<file path="src/rtl/obuf_arb_pkg.sv">
package obuf_arb_pkg;
  localparam int MODE_W   = 8;
  localparam int NSRC     = 2;
  localparam int SRC_KBD  = 0;
  localparam int SRC_AUX  = 1;
  localparam int M_KIE    = 0;
  localparam int M_AIE    = 1;
  localparam int M_KOFF   = 4;
  localparam logic [MODE_W-1:0] MODE_RST = 8'h03;

  typedef struct packed {
    logic any;       // some source pending
    logic aux_only;  // aux is sole pending source
    logic kbd_win;   // keyboard pending (wins ties)
  } obuf_view_t;
endpackage

</file>
<file path="src/rtl/obuf_pend_mask.sv">
module obuf_pend_mask #(
  parameter int N = obuf_arb_pkg::NSRC
) (
  input  logic         clk_i,
  input  logic         rst_ni,
  input  logic [N-1:0] lvl_i,
  output logic [N-1:0] mask_o
);
  for (genvar g = 0; g < N; g++) begin : g_bit
    always_ff @(posedge clk_i or negedge rst_ni) begin
      if (!rst_ni) mask_o[g] <= 1'b0;
      else         mask_o[g] <= lvl_i[g];
    end
  end
endmodule

</file>
<file path="src/rtl/obuf_mode_reg.sv">
module obuf_mode_reg #(
  parameter int W = obuf_arb_pkg::MODE_W,
  parameter logic [W-1:0] RST = obuf_arb_pkg::MODE_RST,
  parameter int OFF_BIT = obuf_arb_pkg::M_KOFF
) (
  input  logic         clk_i,
  input  logic         rst_ni,
  input  logic         we_i,
  input  logic [W-1:0] wdata_i,
  input  logic         off_i,
  input  logic         on_i,
  output logic [W-1:0] mode_o
);
  logic [W-1:0] mode_d;

  always_comb begin
    mode_d = mode_o;
    if (we_i)       mode_d = wdata_i;
    else if (off_i) mode_d[OFF_BIT] = 1'b1;
    else if (on_i)  mode_d[OFF_BIT] = 1'b0;
  end

  always_ff @(posedge clk_i or negedge rst_ni) begin
    if (!rst_ni) mode_o <= RST;
    else         mode_o <= mode_d;
  end
endmodule

</file>
<file path="src/rtl/obuf_view_dec.sv">
module obuf_view_dec
  import obuf_arb_pkg::*;
(
  input  logic [NSRC-1:0] mask_i,
  output obuf_view_t      view_o
);
  localparam logic [NSRC-1:0] AUX_ONLY = NSRC'(1) << SRC_AUX;

  always_comb begin
    view_o.any      = |mask_i;
    view_o.aux_only = (mask_i == AUX_ONLY);
    view_o.kbd_win  = mask_i[SRC_KBD];
  end
endmodule

</file>
<file path="src/rtl/obuf_irq_pop.sv">
module obuf_irq_pop
  import obuf_arb_pkg::*;
(
  input  logic       clk_i,
  input  logic       rst_ni,
  input  obuf_view_t view_i,
  input  logic       kie_i,
  input  logic       aie_i,
  input  logic       koff_i,
  input  logic       rd_stb_i,
  output logic       irq_kbd_o,
  output logic       irq_aux_o,
  output logic       kbd_pop_o,
  output logic       aux_pop_o
);
  always_ff @(posedge clk_i or negedge rst_ni) begin
    if (!rst_ni) begin
      irq_kbd_o <= 1'b0;
      irq_aux_o <= 1'b0;
      kbd_pop_o <= 1'b0;
      aux_pop_o <= 1'b0;
    end else begin
      irq_kbd_o <= view_i.kbd_win & kie_i & ~koff_i;
      irq_aux_o <= view_i.aux_only & aie_i;
      // anything but aux-alone routes to keyboard, including empty
      kbd_pop_o <= rd_stb_i & ~view_i.aux_only;
      aux_pop_o <= rd_stb_i & view_i.aux_only;
    end
  end
endmodule

</file>
<file path="src/rtl/obuf_arbiter.sv">
module obuf_arbiter
  import obuf_arb_pkg::*;
(
  input  logic              clk_i,
  input  logic              rst_ni,
  input  logic              kbd_avail_i,
  input  logic              aux_avail_i,
  input  logic              rd_stb_i,
  input  logic              mode_we_i,
  input  logic [MODE_W-1:0] mode_wdata_i,
  input  logic              kbd_off_i,
  input  logic              kbd_on_i,
  output logic [MODE_W-1:0] mode_o,
  output logic              stat_obf_o,
  output logic              stat_aux_o,
  output logic              port_obf_o,
  output logic              port_aux_o,
  output logic              irq_kbd_o,
  output logic              irq_aux_o,
  output logic              kbd_pop_o,
  output logic              aux_pop_o
);
  logic [NSRC-1:0] lvl, mask;
  obuf_view_t      view;

  always_comb begin
    lvl          = '0;
    lvl[SRC_KBD] = kbd_avail_i;
    lvl[SRC_AUX] = aux_avail_i;
  end

  obuf_pend_mask #(.N(NSRC)) u_mask (
    .clk_i(clk_i), .rst_ni(rst_ni), .lvl_i(lvl), .mask_o(mask)
  );

  obuf_mode_reg u_mode (
    .clk_i(clk_i), .rst_ni(rst_ni), .we_i(mode_we_i), .wdata_i(mode_wdata_i),
    .off_i(kbd_off_i), .on_i(kbd_on_i), .mode_o(mode_o)
  );

  obuf_view_dec u_dec (.mask_i(mask), .view_o(view));

  obuf_irq_pop u_irq (
    .clk_i(clk_i), .rst_ni(rst_ni), .view_i(view),
    .kie_i(mode_o[M_KIE]), .aie_i(mode_o[M_AIE]), .koff_i(mode_o[M_KOFF]),
    .rd_stb_i(rd_stb_i),
    .irq_kbd_o(irq_kbd_o), .irq_aux_o(irq_aux_o),
    .kbd_pop_o(kbd_pop_o), .aux_pop_o(aux_pop_o)
  );

  assign stat_obf_o = view.any;
  assign port_obf_o = view.any;
  assign stat_aux_o = view.aux_only;
  assign port_aux_o = view.aux_only;
endmodule

</file>
<file path="config.mk">
export PLATFORM = sky130hd
export DESIGN_NAME = obuf_arbiter
export DESIGN_NICKNAME = d
export VERILOG_FILES = /design/src/rtl/obuf_arb_pkg.sv /design/src/rtl/obuf_pend_mask.sv /design/src/rtl/obuf_mode_reg.sv /design/src/rtl/obuf_view_dec.sv /design/src/rtl/obuf_irq_pop.sv /design/src/rtl/obuf_arbiter.sv
export SDC_FILE = /design/constraint.sdc
export NUM_CORES = 1
export LEC_CHECK = 0
export ABC_AREA = 0
export BUFFER_PORTS_ARGS = -buffer_cell sky130_fd_sc_hd__buf_2
export CORE_AREA = 8 8 45 47
export DETAILED_ROUTE_END_ITERATION = 6
export DIE_AREA = 0 0 53 55
export HOLD_SLACK_MARGIN = 0.03
export PLACE_DENSITY = 0.74
export SLEW_MARGIN = 15
export SYNTH_ARGS = -nofsm -noshare
export SYNTH_HDL_FRONTEND = slang
export SYNTH_SLANG_ARGS = --single-unit
</file>
<file path="constraint.sdc">
create_clock -name clk_i -period 1.9 [get_ports clk_i]
set_input_delay 0.285 -clock clk_i [delete_from_list [all_inputs] [get_ports clk_i]]
set_output_delay 0.285 -clock clk_i [all_outputs]
set_load 0.02 [all_outputs]
</file>
==> flow_summary_export.csv, run 1 <==
group,metric,value,unit
detailed_routing,drc,0,
detailed_routing,wl_per_cell,13.5,µm
setup_path,path_max_fanout,3,
power,p_total,607,µW
flow_run,maxCapViolations,0,
final_layout,drive_above_1_share,67.2,%
sta,holdWs,130,ps
placement,place_worst_setup_slack,776,ps
placement,io_buffer_count,31,
detailed_routing,drtAntennaViolNets,0,
setup_path,crit_type,"flip-flop to output pin",
final_layout,layout_common_cells,"buf_2 (31), dfrtp_1 (12), mux2_4 (7)",
floorplanning,die_w,53,µm
yosys,synth.distinct_cells,13,
detailed_routing,wirelength,1120,µm
setup_path,crit_required,1620,ps
sta,relSlewSlack,80.3,%
detailed_routing,drt_first_pass_iters,1,
cts,h-tree-depth,1,
power,power.density,834,mW/mm²
floorplanning,ioPinCount,32,
sta,hold_viol,0,
cts,cts.path.max_buffers,2,
min_path,hp-class,"input port to flip-flop",
sta,fmaxAchievable,713,MHz
yosys,syn_area,569,µm²
sta,drv_slew,0,
final_layout,n_antenna_cell,0,
final_layout,fin_util,52.6,%
floorplanning,dieArea,0.00292,mm²
placement,gp_congestion,0.704,
cts,path_clk_slew,70,ps
detailed_routing,drt_iter0_markers,0,
sta,tightest_slew,296,ps
sta,min_period,1400,ps
cts,cts-root-buf,"clkbuf_4",
cts,cts_tree,"built",
placement,placed_cell_area,696,µm²
final_layout,final_common_cell,"buf_2",
final_layout,fillCellCount,142,
floorplanning,initial_utilization,41.1,%
yosys,syn_inst,38,
sta,min_period_over_period,73.9,%
yosys,synth_top_area_cell,"dfrtp_1",
cts,cts_setup_buffers,0,
setup_path,cp-end-kind,"output pin",
placement,hpwlAfterDp,918,µm
power,ir_drop,0.381,mV
final_layout,nNetsFinal,85,
setup_path,startpoint_type,"flip-flop",
grt,grt_use_total,8.37,%
setup_path,cp_data_arrival_time,1120,ps
cts,numCtsBuffers,3,
yosys,synth_area_leaders,"dfrtp_1 (53%), mux2_4 (18%), dfstp_2 (9.2%)",
yosys,ys_warn_count,0,
grt,grt_pass1_vias,417,
placement,dp.cells,79,
sta,rsz0062_at_grt,"false",
status,outcome,"completed",
grt,grt_pass1_wl,1730,µm
detailed_routing,routed_via_density,4.58,
yosys,syn_nets,54,
detailed_routing,num_vias,380,
cts,clk_latency,260,ps
floorplanning,rows,14,
final_layout,design_area,728,µm²
grt,grt-ovfl-total,0,
final_layout,area_delta_synth_final,27.9,%
grt,grt_max_degree,15,
sta,tns,0,ps
grt,antenna_found_initial,0,
power,leakage,0.394,nW
final_layout,final_cells,83,
sta,finalSetupViolCount,0,
floorplanning,fp.dieH,55,µm
sta,layout_setup_ws,497,ps
yosys,synth.top_cell.area_share,52.7,%
yosys,yosysSeqAreaShare,62.0,%
yosys,ys_ff_latch,14,
cts,cts.sinks,14,
floorplanning,design.core.area,0.00138,mm²
sta,finalClockSkew,2.36,ps
cts,ctsResizeCount,0,
yosys,syn_avg_cell_area,15.0,µm²
cell families (layout without fill, tap and decap cells):
logic type / Yosys count / count (layout) / share of synthesized area (%)
and+or+nand+nor: 10 / 10 / 10.1
muxes: 7 / 7 / 18.5
buffers and inverters: 6 / 35 / 8.57
AOI/OAI and AO/OA: 1 / 1 / 0.878
DFF: 14 / 14 / 62.0
critical path, stage by stage (launching register included):
cell     delay [ps]
dfrtp_1         400
or2_2           300
buf_2           160
per-layer routing:
layer	up-vias	wire length, µm	global-route usage (%)
met5	-	0	0
met4	0	10	7.76
met3	2	115	1.87
met2	21	576	14.3
met1	180	419	8.39
li1	177	-	-
power by group:
group	switching (mW)	internal [mW]
clock network	0.0772	0.0731
registers	0.0114	0.324
logic	0.0647	0.0567
Yosys cell counts, drive strengths merged:
master	instances
mux2	7
nor2	2
or2	1
a21oi	1
buf	6
and2	2
nand2	1
nand2b	1
dfstp	2
nor2b	3
dfrtp	12
path summary, 6_finish.rpt:
kind                                         startpoint                      endpoint  slack, ps  depth (start not counted)
max                          u_mask.mask_o[0]$_DFF_PN0_                    port_obf_o        500                          2
min                                         kbd_avail_i    u_mask.mask_o[0]$_DFF_PN0_        130                          1
min in group asynchronous                        rst_ni    u_mask.mask_o[1]$_DFF_PN0_        440                          2
max reg2reg                  u_mask.mask_o[1]$_DFF_PN0_     u_irq.aux_pop_o$_DFF_PN0_       1090                          2
min reg2reg                u_mode.mode_o[4]$_DFFE_PN0P_     u_irq.irq_kbd_o$_DFF_PN0_        440                          1
max in group asynchronous                        rst_ni  u_mode.mode_o[0]$_DFFE_PN1P_       1180                          2
what timing repair did:
item | in CTS | in global routing
hold buffers | 1 | 0
endpoints found under the setup margin | 0 | 0
endpoints found under the hold margin | 12 | 0
sequential cells by signal, indices dropped and copies added (netlist names):
register         cells
u_irq.irq_kbd_o      1
u_irq.irq_aux_o      1
u_irq.kbd_pop_o      1
u_mask.mask_o        2
u_irq.aux_pop_o      1
u_mode.mode_o        8
final cells by class:
| cell class | count | area (µm²) | area share (%) |
|---|---|---|---|
| Multi-Input combinational cell | 18 | 168 | 23.0 |
| Clock buffer | 3 | 22.5 | 3.09 |
| Timing Repair Buffer | 32 | 165 | 22.7 |
| Tap cell | 16 | 20.0 | 2.75 |
| Sequential cell | 14 | 353 | 48.5 |
Note: power is estimated with default switching activity, not from simulation.
==> inputs of run 2 (changes only) <==
Settings changed: CORE_AREA 8 8 45 47 to unset, CORE_MARGIN set to 8, CORE_UTILIZATION set to 41, DIE_AREA 0 0 53 55 to unset, PLACE_DENSITY 0.74 to 0.71.
Clock period 1.9 ns to 1.4 ns, I/O delays scaled along.
==> run 2 against run 1 <==
Compared with the run above:
- clock skew is 2.0 ps higher
- highest routed layer is now met3
- global-route usage up 0.86 points
- count of clock-buffer cells in the layout increased by 1
- setup slack got worse by 400 ps
- register-to-register slack lost 530 ps
- sequential share of layout area fell by 2.5 points
- combinational power is 42% higher
- via count fell by 0.53%
- sequential cell count unchanged
- sequential power increased by 36%
==> flow_summary_export.csv, run 2 (synthesis results as in run 1) <==
group,metric,value,unit
sta,fmaxAchievable,767,MHz
grt,grt_use_total,9.24,%
detailed_routing,drtAntennaViolNets,0,
final_layout,area_delta_synth_final,34.9,%
setup_path,cp-startpoint,"u_mask.mask_o[0]$_DFF_PN0_",
floorplanning,fp.dieH,53.3,µm
sta,min_period,1300,ps
placement,gp_congestion,0.634,
setup_path,cp-end-kind,"output pin",
power,power.density,1180,mW/mm²
sta,tns,0,ps
setup_path,r2r_slack,560,ps
detailed_routing,wirelength,1220,µm
setup_path,endpoint,"stat_obf_o",
detailed_routing,drt_first_pass_iters,3,
floorplanning,rows,13,
cts,path_clk_slew,80,ps
sta,relSlewSlack,79.7,%
final_layout,drive_above_1_share,65.7,%
sta,finalSetupViolCount,0,
detailed_routing,drt_iter0_markers,3,
status,outcome,"completed",
setup_path,startpoint_type,"flip-flop",
detailed_routing,routed_via_density,4.45,
detailed_routing,wl_per_cell,14.4,µm
final_layout,largest_register_ffs,8,
cts,cts.sinks,14,
final_layout,layout_common_cells,"buf_2 (29), dfrtp_1 (12), mux2_4 (7)",
floorplanning,die_w,53.3,µm
sta,min_period_over_period,93.1,%
cts,cts_tree,"built",
final_layout,regMostFlops,"u_mode.mode_o",
grt,grt_pass1_vias,434,
setup_path,r2r-start,"u_mask.mask_o[1]$_DFF_PN0_",
final_layout,nNetsFinal,87,
cts,cts_setup_buffers,0,
cts,h-tree-depth,1,
placement,io_buffer_count,31,
setup_path,cp_slowest_cell,"dfrtp_1",
sta,drv_slew,0,
cts,clk_latency,270,ps
grt,grt-ovfl-total,0,
detailed_routing,drc,0,
flow_run,maxCapViolations,0,
final_layout,design_area,768,µm²
floorplanning,ioPinCount,32,
cts,cts-root-buf,"clkbuf_4",
final_layout,top_regs,"u_mode.mode_o (8), u_mask.mask_o (2)",
floorplanning,design.core.area,0.00130,mm²
floorplanning,initial_utilization,43.8,%
min_path,hp-class,"input port to flip-flop",
cts,cts.path.max_buffers,2,
sta,finalClockSkew,4.40,ps
final_layout,fillCellCount,115,
grt,grt_pass1_wl,1870,µm
final_layout,final_common_cell,"buf_2",
grt,antenna_found_initial,0,
setup_path,crit_chain,"or2_4, buf_4",
power,leakage,0.413,nW
power,ir_drop,0.598,mV
sta,hold_viol,0,
grt,grt_max_degree,15,
detailed_routing,num_vias,378,
setup_path,reg2reg_depth,2,
sta,tightest_slew,305,ps
setup_path,reg2reg_to,"u_irq.aux_pop_o$_DFF_PN0_",
setup_path,critical_path.max_stage_delay,410,ps
setup_path,cp_data_arrival_time,1090,ps
cts,numCtsBuffers,3,
sta,rsz0062_at_grt,"false",
placement,placed_cell_area,694,µm²
final_layout,n_antenna_cell,0,
setup_path,crit_required,1190,ps
setup_path,crit_type,"flip-flop to output pin",
setup_path,path_max_fanout,3,
floorplanning,dieArea,0.00284,mm²
## run 2: cell types whose count changed in the layout (fill, tap and decap cells not counted)
cell	previous run	this run
buf_4	0	2
clkbuf_8	0	1
or2_4	0	1
or2_2	1	0
dlygate4sd3_1	1	3
buf_2	31	29
## run 2: how the worst min path moves through the flow
stage	end	slack, ps	startpoint	depth (start not counted)
CTS	u_mask.mask_o[1]$_DFF_PN0_	40	aux_avail_i	1
global route	u_mode.mode_o[5]$_DFFE_PN0P_	150	mode_wdata_i[5]	2
global placement	u_irq.irq_kbd_o$_DFF_PN0_	110	rst_ni	1
finish	u_mode.mode_o[5]$_DFFE_PN0P_	170	mode_wdata_i[5]	2
detailed placement	u_irq.irq_kbd_o$_DFF_PN0_	120	rst_ni	1
floorplan	u_irq.aux_pop_o$_DFF_PN0_	-90	rst_ni	0
## run 2: cell type report
cell class	instances	area (µm²)	area share, %
clock buffers	4	36.3	4.72
multi-input cells	18	170	22.1
flip-flops and latches	14	353	45.9
well taps	15	18.8	2.44
repair buffers	34	190	24.8
## run 2: stage by stage
stage	std cells	hold WS (ps)	setup WS [ps]	util, %	power [mW]
2_1_floorplan	38	-85.6	281	-	0.577
3_3_place_gp	78	111	359	53.4	0.625
3_5_place_dp	78	119	347	53.4	0.631
4_1_cts	84	37.3	35.9	57.7	0.917
5_1_grt	85	149	44.9	59.0	0.958
6_report	85	165	96.9	59.0	0.910
## run 2: where the power goes
part	switching (mW)	leakage (nW)	total, mW	internal [mW]
registers	0.0176	0.167	0.458	0.440
logic	0.0887	0.225	0.172	0.0831
clock network	0.123	0.0210	0.281	0.158
total	0.229	0.413	0.910	0.681
## run 2: metal layers
metal | vias up | global-route usage [%] | routed length, µm
met5 | - | 0 | 0
met4 | 0 | 3.78 | 0
met3 | 0 | 3.92 | 122
met2 | 21 | 16.2 | 630
met1 | 175 | 9.34 | 469
li1 | 182 | - | -
## run 2: critical path: cells and delay by family (launching register included)
family,cells,cell delay [ps]
simple gates,1,260
flops,1,410
buf+inv,1,160
## run 2: timing repair
item | 4_1_cts | 5_1_grt
endpoints found under the setup margin | 0 | 2
hold buffers | 2 | 1
endpoints found under the hold margin | 13 | 1
resized for setup | 0 | 3
==> inputs of run 3 (changes only) <==
Settings changed: REMOVE_ABC_BUFFERS set to 1.
==> run 3 against run 2 <==
Compared with the run above:
- fmax is 2.7% lower
- count of clock-buffer cells in the layout stayed put
- hold slack worse by 130 ps
- critical path depth stayed put
- clock power hardly changed
- core utilization is 2.1 points lower
- sequential power hardly changed
- first-iteration DRC count stayed put
- combinational power is 5% lower
- critical endpoint is now port_obf_o
- largest cell class unchanged
- highest routed layer unchanged
==> flow_summary_export.csv, run 3 (synthesis results as in run 1) <==
group,metric,value,unit
sta,min_period,1340,ps
setup_path,cp_data_arrival_time,1130,ps
floorplanning,design.core.area,0.00130,mm²
cts,cts-root-buf,"clkbuf_4",
placement,gp_congestion,0.680,
setup_path,crit_type,"flip-flop to output pin",
detailed_routing,routed_via_density,4.47,
cts,cts_setup_buffers,0,
setup_path,critical_path.max_stage_delay,400,ps
sta,finalClockSkew,6.64,ps
detailed_routing,wl_per_cell,13.9,µm
sta,drv_slew,0,
final_layout,nNetsFinal,85,
sta,min_period_over_period,95.6,%
sta,fmaxAchievable,747,MHz
cts,numCtsBuffers,3,
detailed_routing,num_vias,371,
grt,grt_pass1_wl,1870,µm
cts,cts.sinks,14,
grt,grt_max_degree,15,
power,p_total,904,µW
power,leakage,0.401,nW
floorplanning,dieArea,0.00284,mm²
final_layout,regMostFlops,"u_mode.mode_o",
final_layout,fin_util,56.9,%
placement,io_buffer_count,31,
floorplanning,ioPinCount,32,
cts,cts_tree,"built",
final_layout,drive_above_1_share,67.6,%
final_layout,top_regs,"u_mode.mode_o (8), u_mask.mask_o (2)",
floorplanning,fp.dieH,53.3,µm
setup_path,cp-end-kind,"output pin",
setup_path,startpoint_type,"flip-flop",
final_layout,n_antenna_cell,0,
sta,rsz0062_at_grt,"false",
final_layout,area_delta_synth_final,30.1,%
sta,tightest_slew,302,ps
sta,hold_viol,0,
placement,place_worst_setup_slack,350,ps
grt,grt-ovfl-total,0,
setup_path,crit_family,"flip-flops",
power,power.density,1220,mW/mm²
cts,cts.path.max_buffers,2,
setup_path,crit_chain,"or2_2, buf_2",
setup_path,path_max_fanout,3,
detailed_routing,drt_first_pass_iters,2,
floorplanning,die_w,53.3,µm
min_path,hp-class,"input port to flip-flop",
final_layout,layout_common_cells,"buf_2 (31), dfrtp_1 (12), mux2_4 (7)",
final_layout,final_common_cell,"buf_2",
detailed_routing,drtAntennaViolNets,0,
setup_path,cp_slowest_cell,"dfrtp_1",
sta,layout_setup_ws,60.9,ps
cts,path_clk_slew,90,ps
setup_path,path_buf_inv,1,
floorplanning,rows,13,
grt,grt_use_total,8.84,%
sta,finalSetupViolCount,0,
sta,relSlewSlack,79.8,%
floorplanning,initial_utilization,43.8,%
sta,tns,0,ps
grt,antenna_found_initial,0,
grt,grt_pass1_vias,430,
cts,h-tree-depth,1,
detailed_routing,drc,0,
cts,clk_latency,270,ps
detailed_routing,drt_iter0_markers,3,
flow_run,maxCapViolations,0,
status,outcome,"completed",
final_layout,largest_register_ffs,8,
setup_path,crit_required,1190,ps
final_layout,fillCellCount,121,
detailed_routing,wirelength,1160,µm
power,ir_drop,0.689,mV
==> run 3: final cells by class <==
| type | count | area, µm² | area share (%) |
|---|---|---|---|
| flip-flops and latches | 14 | 353 | 47.6 |
| multi-input cells | 18 | 168 | 22.6 |
| repair buffers | 32 | 165 | 22.3 |
| clock buffers | 4 | 36.3 | 4.90 |
| well taps | 15 | 18.8 | 2.53 |
==> run 3: what timing repair did <==
item	in CTS	in global routing
hold buffers	1	0
resized for setup	0	0
hold endpoints to repair	12	0
==> run 3: report_power, final <==
group	total (mW)	switching, mW	leakage, nW	internal (mW)
logic	0.164	0.0867	0.213	0.0769
registers	0.457	0.0172	0.167	0.440
clock network	0.283	0.125	0.0210	0.158
total	0.904	0.229	0.401	0.674
==> run 3: final timing paths <==
kind / end / start / slack, ps / cells past startpoint
max: port_obf_o / u_mask.mask_o[0]$_DFF_PN0_ / 60 / 2
min: u_mask.mask_o[1]$_DFF_PN0_ / aux_avail_i / 40 / 1
max reg2reg: u_irq.aux_pop_o$_DFF_PN0_ / u_mask.mask_o[1]$_DFF_PN0_ / 590 / 2
min reg2reg: u_irq.irq_kbd_o$_DFF_PN0_ / u_mode.mode_o[4]$_DFFE_PN0P_ / 460 / 1
max in group asynchronous: u_mode.mode_o[0]$_DFFE_PN1P_ / rst_ni / 760 / 2
min in group asynchronous: u_mask.mask_o[1]$_DFF_PN0_ / rst_ni / 350 / 2
==> run 3: metal layers <==
layer / vias up / share of wire, % / track usage (%) / wire (µm)
met3: 0 / 10 / 2.80 / 119
met4: 0 / 0 / 2.52 / 0
li1: 179 / - / - / -
met2: 19 / 47 / 14.1 / 540
met5: - / 0 / 0 / 0
met1: 173 / 43 / 11.1 / 495
==> run 3: worst reg2reg max path, cell delays in order (launching register included) <==
cell,delay (ps)
dfrtp_1,380
nor2b_2,170
and2_1,150
==> run 3: per-stage QoR <==
| step | hold slack [ps] | instance area [µm²] | instances |
|---|---|---|---|
| 2_1_floorplan | -85.6 | 520 | 32 |
| 3_3_place_gp | 115 | 694 | 78 |
| 3_5_place_dp | 121 | 694 | 78 |
| 4_1_cts | 32.8 | 741 | 83 |
| 5_1_grt | 30.8 | 741 | 83 |
| 6_report | 36.6 | 741 | 83 |
